--- src/rtl/insn_decoder.sv ---
module insn_decoder (
  input  logic       clk,
  input  logic       rst,
  input  logic       in_valid,
  input  logic [7:0] in_byte,
  input  logic       in_eos,
  output logic       in_ready,
  input  logic       out_ready,
  output logic       out_valid,
  output logic [3:0] out_class,
  output logic [3:0] out_op,
  output logic [2:0] out_reg,
  output logic [1:0] out_sel,
  output logic       out_store,
  output logic       out_dp2,
  output logic       out_flag,
  output logic [7:0] out_imm,
  output logic [1:0] out_err
);

  logic       wait_q;
  logic [7:0] held_q;
  logic [7:0] opb;
  logic [4:0] grp;
  logic [2:0] opd;
  logic       two_byte, accept, missing;

  logic [3:0] d_cls, d_op;
  logic [2:0] d_reg;
  logic [1:0] d_sel, d_err;
  logic       d_st, d_dp, d_fl;
  logic [7:0] d_imm;

  assign opb      = wait_q ? held_q : in_byte;
  assign grp      = opb[7:3];
  assign opd      = opb[2:0];
  assign two_byte = (in_byte[7:4] == 4'b1111);
  assign missing  = wait_q && in_eos;
  assign in_ready = out_ready && !missing;
  assign accept   = in_valid && in_ready;

  always_comb begin
    d_cls = 4'd0; d_op = 4'd0; d_reg = 3'd0; d_sel = 2'd0;
    d_st = 1'b0; d_dp = 1'b0; d_fl = 1'b0; d_imm = 8'd0; d_err = 2'd0;
    if (grp == 5'b00000) begin
      case (opd)
        3'b000:  d_cls = 4'd1;
        3'b001:  d_cls = 4'd2;
        3'b010:  d_cls = 4'd3;
        3'b110:  d_cls = 4'd4;
        3'b111:  d_cls = 4'd5;
        default: d_err = 2'd1;
      endcase
    end else if (grp == 5'b00001) begin
      d_cls = 4'd6;
      d_op  = {1'b0, opd};
    end else if (grp[4:1] == 4'b0001) begin
      if (opd[2])            d_err = 2'd1;
      else if (opd == 3'b011) d_err = 2'd2;
      else begin
        d_cls = grp[0] ? 4'd8 : 4'd7;
        d_sel = opd[1:0];
      end
    end else if (grp[4:2] == 3'b001) begin
      d_cls = 4'd9 + {2'b00, grp[1:0]};
      d_reg = opd;
    end else if (grp[4:3] == 2'b01) begin
      d_cls = 4'd13;
      d_op  = {1'b0, opb[5:3]};
      d_reg = opd;
    end else if (grp[4:3] == 2'b10) begin
      d_cls = 4'd14;
      d_st  = opb[3];
      d_fl  = opb[4];
      d_dp  = opb[5];
      d_reg = opd;
    end else if (grp[4:1] == 4'b1111) begin
      if (opb[3] && opb[3:0] != 4'd14) d_err = 2'd2;
      else begin
        d_cls = 4'd15;
        d_op  = opb[3:0];
        d_imm = in_byte;
        d_fl  = (opb[3:0] == 4'd3) && (in_byte[7:6] == 2'b10);
      end
    end else begin
      d_err = 2'd1;
    end
    if (d_err != 2'd0) begin
      d_cls = 4'd0; d_op = 4'd0; d_reg = 3'd0; d_sel = 2'd0;
      d_st = 1'b0; d_dp = 1'b0; d_fl = 1'b0; d_imm = 8'd0;
    end
  end

  always_ff @(posedge clk) begin
    if (rst) begin
      wait_q    <= 1'b0;
      held_q    <= 8'd0;
      out_valid <= 1'b0;
      out_class <= 4'd0; out_op <= 4'd0; out_reg <= 3'd0; out_sel <= 2'd0;
      out_store <= 1'b0; out_dp2 <= 1'b0; out_flag <= 1'b0;
      out_imm   <= 8'd0; out_err <= 2'd0;
    end else begin
      out_valid <= 1'b0;
      if (missing && out_ready) begin
        wait_q    <= 1'b0;
        out_valid <= 1'b1;
        out_class <= 4'd0; out_op <= 4'd0; out_reg <= 3'd0; out_sel <= 2'd0;
        out_store <= 1'b0; out_dp2 <= 1'b0; out_flag <= 1'b0;
        out_imm   <= 8'd0; out_err <= 2'd3;
      end else if (accept) begin
        if (!wait_q && two_byte) begin
          wait_q <= 1'b1;
          held_q <= in_byte;
        end else begin
          wait_q    <= 1'b0;
          out_valid <= 1'b1;
          out_class <= d_cls; out_op <= d_op; out_reg <= d_reg; out_sel <= d_sel;
          out_store <= d_st; out_dp2 <= d_dp; out_flag <= d_fl;
          out_imm   <= d_imm; out_err <= d_err;
        end
      end
    end
  end


  valid_needs_ready_chk: assert property (@(posedge clk) disable iff (rst)
    out_valid |-> $past(out_ready));


  valid_single_pulse_chk: assert property (@(posedge clk) disable iff (rst)
    (out_valid && !$past(out_valid) && !(in_valid && in_ready) && !(missing && out_ready)) |=> !out_valid);


  err_zero_fields_chk: assert property (@(posedge clk) disable iff (rst)
    (out_valid && out_err != 2'd0) |-> (out_class == 4'd0 && out_op == 4'd0 &&
      out_reg == 3'd0 && out_imm == 8'd0 && !out_flag && !out_store && !out_dp2));


  missing_from_wait_chk: assert property (@(posedge clk) disable iff (rst)
    (out_valid && out_err == 2'd3) |-> $past(wait_q && in_eos));


  ext_after_wait_chk: assert property (@(posedge clk) disable iff (rst)
    (out_valid && out_class == 4'd15) |-> $past(wait_q));


  wait_holds_chk: assert property (@(posedge clk) disable iff (rst)
    (wait_q && !(in_valid && in_ready) && !(in_eos && out_ready)) |=> (wait_q && $stable(held_q)));

endmodule

--- config.mk ---
export PLATFORM = sky130hd
export DESIGN_NAME = insn_decoder
export DESIGN_NICKNAME = d
export VERILOG_FILES = /design/src/rtl/insn_decoder.sv
export SDC_FILE = /design/constraint.sdc
export NUM_CORES = 1
export LEC_CHECK = 0
export ABC_AREA = 1
export BUFFER_PORTS_ARGS = -buffer_cell sky130_fd_sc_hd__buf_2
export CAP_MARGIN = 20
export CELL_PAD_IN_SITES_DETAIL_PLACEMENT = 1
export CELL_PAD_IN_SITES_GLOBAL_PLACEMENT = 2
export CORE_MARGIN = 8
export CORE_UTILIZATION = 30
export CTS_CLUSTER_DIAMETER = 100
export DETAILED_ROUTE_END_ITERATION = 7
export PLACE_DENSITY_LB_ADDON = 0.1
export SLEW_MARGIN = 20
export SYNTH_ARGS = -nofsm -noshare
export SYNTH_HDL_FRONTEND = slang
export SYNTH_SLANG_ARGS = --single-unit
export TNS_END_PERCENT = 1
--- constraint.sdc ---
create_clock -name clk -period 2.4 [get_ports clk]
set_clock_uncertainty 0.2 [all_clocks]
set_input_delay 0.36 -clock clk [delete_from_list [all_inputs] [get_ports clk]]
set_output_delay 0.36 -clock clk [all_outputs]
set_load 0.03 [all_outputs]
==> flow_summary.json <==
{
  "fin_worst_hold_slack_ns": 0.0884,
  "maxClockFrequency_ghz": 0.463,
  "synth.top_cell.area_share_pct": 33.0,
  "yosysWarnings": 0,
  "timing.slew.headroom_pct": 71.9,
  "placement_rows": 31,
  "dp_hpwl_mm": 5.43,
  "mappedNetlistArea_um2": 2180,
  "worstPathMaxFanout": 11,
  "design.core.area_um2": 7140,
  "sw_frac_of_total_pct": 33.1,
  "clock_tree.root_cell": "clkbuf_8",
  "sum_of_negative_setup_slack_ns": 0,
  "synth.top_cells.by_count": "nand2_1 (74), dfxtp_1 (36), a21oi_1 (26)",
  "yosysMostFrequentCell": "nand2_1",
  "clk_pin_slew_worst_paths_ns": 0.07,
  "synth_ff_type": "dfxtp_1",
  "vdd_ir_drop_max_v": 0.000227,
  "crit_required_ns": 2.43,
  "grt_pass1_wl_mm": 11.2,
  "final_number_of_max_transition_violations": 0,
  "share_of_synthesized_area_occupied_by_flip_flops_and_latches_pct": 33.0,
  "p_leak_nw": 1.22,
  "drt-total-wl_mm": 6.83,
  "mappedNetlistNets": 313,
  "drt.antenna.violating_nets": 0,
  "layout-drive-gt1-share_pct": 30.6,
  "clock_power_share_pct": 35.8,
  "nets": 358,
  "synthToLayoutAreaGrowth_pct": 19.0,
  "postSynthAreaPerCell_um2": 7.36,
  "routabilityCongestion": 0.887,
  "hold_viol": 0,
  "drtPass1Iterations": 4,
  "tritoncts": "built",
  "die_x_um": 101,
  "share_seq_of_total_power_pct": 40.5,
  "grt.overflow.total": 0,
  "clk_latency_ns": 0.30,
  "grt_pass1_vias": 2233,
  "die-height_um": 101,
  "total_internal_power_mw": 1.03,
  "comb_power_share_pct": 23.7,
  "synthesis.instances": 297,
  "antenna_found_initial": 0,
  "cts.path.max_buffers": 2,
  "synth_cell_type_count": 31,
  "die_area_um2": 10300,
  "synth_top_cells_by_area": "dfxtp_1 (33%), nand2_1 (13%), a21oi_1 (6.0%)",
  "switching_power_mw": 0.507,
  "path_class": "flip-flop to flip-flop",
  "synth_edf_count": 0,
  "p_per_area_nw_per_um2": 589,
  "worst-endpoint-arrival_ns": 2.19,
  "async_flop_share_pct": 0,
  "globalRouteTotalUtil_pct": 14.1,
  "cell_taking_the_most_area_after_synthesis": "dfxtp_1",
  "drt-vias-per-instance": 4.69,
  "synth_seq_cells": 36,
  "io_pins": 41,
  "report.final.setup_viol": 0,
  "period_minus_slack_ns": 2.16,
  "maximum_number_of_pins_on_one_net_before_global_route_repair": 25,
  "startpoint_type": "flip-flop",
  "layout_top_registers": "held_q x8, out_imm x8",
  "post-route-drc-count": 0,
  "routedWlPerCell_um": 15.5,
  "status": "finished, final reports clean",
  "io_buffer_count": 40,
  "worst_pin_slew_ns": 0.420,
  "numCtsBuffers": 5,
  "n_antenna_cell": 0,
  "max-cap-violations": 0,
  "clock-sinks": 36,
  "drtIter0Drc": 51,
  "worstHoldPathType": "input pin to flip-flop",
  "post-route-period-util_pct": 89.9,
  "critical_path.endpoint_type": "flip-flop",
  "cts.hold.buffers_added": 0,
  "cts_max_level": 2,
  "rsz_0062_raised_after_global_routing": "yes",
  "routed-via-count": 2073,
  "effective_utilization_at_floorplan_pct": 30.6
}
-- cell usage in the layout, fill, tap and decap left out --
cell	synthesis	layout
nand2_1	74	74
inv_2	8	8
o221ai_1	1	1
dfxtp_1	36	36
nor2_1	23	22
nand3_2	3	3
inv_1	23	23
o31ai_1	1	1
o41ai_1	2	2
or2_2	1	1
o21ai_0	8	8
clkinv_2	0	1
nand2_2	10	10
nand4_1	18	18
o311ai_1	1	1
bufinv_16	0	1
clkbuf_8	0	5
a21oi_2	3	3
a211oi_1	1	1
nand2_4	11	11
o21ai_1	4	4
a21oi_1	26	26
nand2_8	4	4
nor2_8	2	2
nor2_2	3	4
clkbuf_1	2	1
nand3_1	15	15
nor2_4	3	3
buf_4	2	9
buf_2	3	40
ha_1	3	3
nor3_1	2	2
-- through the flow --
stage	std cells	instance area, um2	setup WS [ns]	util, %	power, mW
3_3_place_gp	434	2490	0.254	34.9	1.00
3_5_place_dp	434	2490	0.201	34.9	1.00
5_1_grt	442	2600	-0.0457	36.4	1.62
2_1_floorplan	297	2180	0.465	-	0.902
6_report	442	2600	0.241	36.4	1.53
4_1_cts	442	2600	0.225	36.4	1.56
-- final timing paths --
| path | startpoint | end | slack [ns] | cells past startpoint |
|---|---|---|---|---|
| setup reg to reg | wait_q | out_class[2] | 0.24 | 12 |
| hold / removal | rst | held_q[6] | 0.09 | 2 |
| setup / recovery | wait_q | out_class[2] | 0.24 | 12 |
| hold reg to reg | out_reg[2] | out_reg[2] | 0.25 | 2 |
-- cell families after synthesis --
group,Yosys count,share of synthesized area [%]
compound gates,47,12.2
fa+ha+maj,3,1.72
buf+inv,42,9.28
flops,36,33.0
simple gates,169,43.8
-- cell type report --
class / count / area (um2)
clock inverter: 2 / 35.0
tap: 99 / 124
sequential: 36 / 721
fill: 950 / 4540
inverter: 31 / 116
multi-input combinational: 219 / 1260
clock buffer: 6 / 72.6
timing repair buffer: 49 / 268
-- worst max-delay path, cell delays in order (launching register included) --
cell	delay [ns]
dfxtp_1	0.42
inv_2	0.12
nand2_1	0.08
nand2_1	0.16
nor2_1	0.24
nand2_2	0.09
nand2_2	0.22
nand2_1	0.14
nand2_1	0.08
nand2_1	0.05
nand2_1	0.08
nand3_1	0.08
a21oi_1	0.13
-- power by group through the flow --
stage	registers, mW	logic (mW)	clock network [mW]
6_report	0.621	0.363	0.548
5_1_grt	0.623	0.403	0.592
4_1_cts	0.621	0.367	0.567
3_5_place_dp	0.635	0.366	0
3_3_place_gp	0.635	0.369	0
2_1_floorplan	0.659	0.242	0
-- per-layer routing --
| metal | track usage (%) | routed length, um | vias up |
|---|---|---|---|
| li1 | - | - | 1062 |
| met1 | 16.4 | 3090 | 965 |
| met5 | 0 | 0 | - |
| met2 | 24.4 | 3330 | 34 |
| met3 | 3.09 | 240 | 12 |
| met4 | 5.84 | 174 | 0 |
-- what timing repair did --
action / in CTS / in global routing
endpoints found under the setup margin: 0 / 3
hold endpoints to repair: 0 / 0
gates resized for setup: 0 / 1
buffers inserted: 0 / 0
Note: power is estimated with default switching activity, not from simulation.
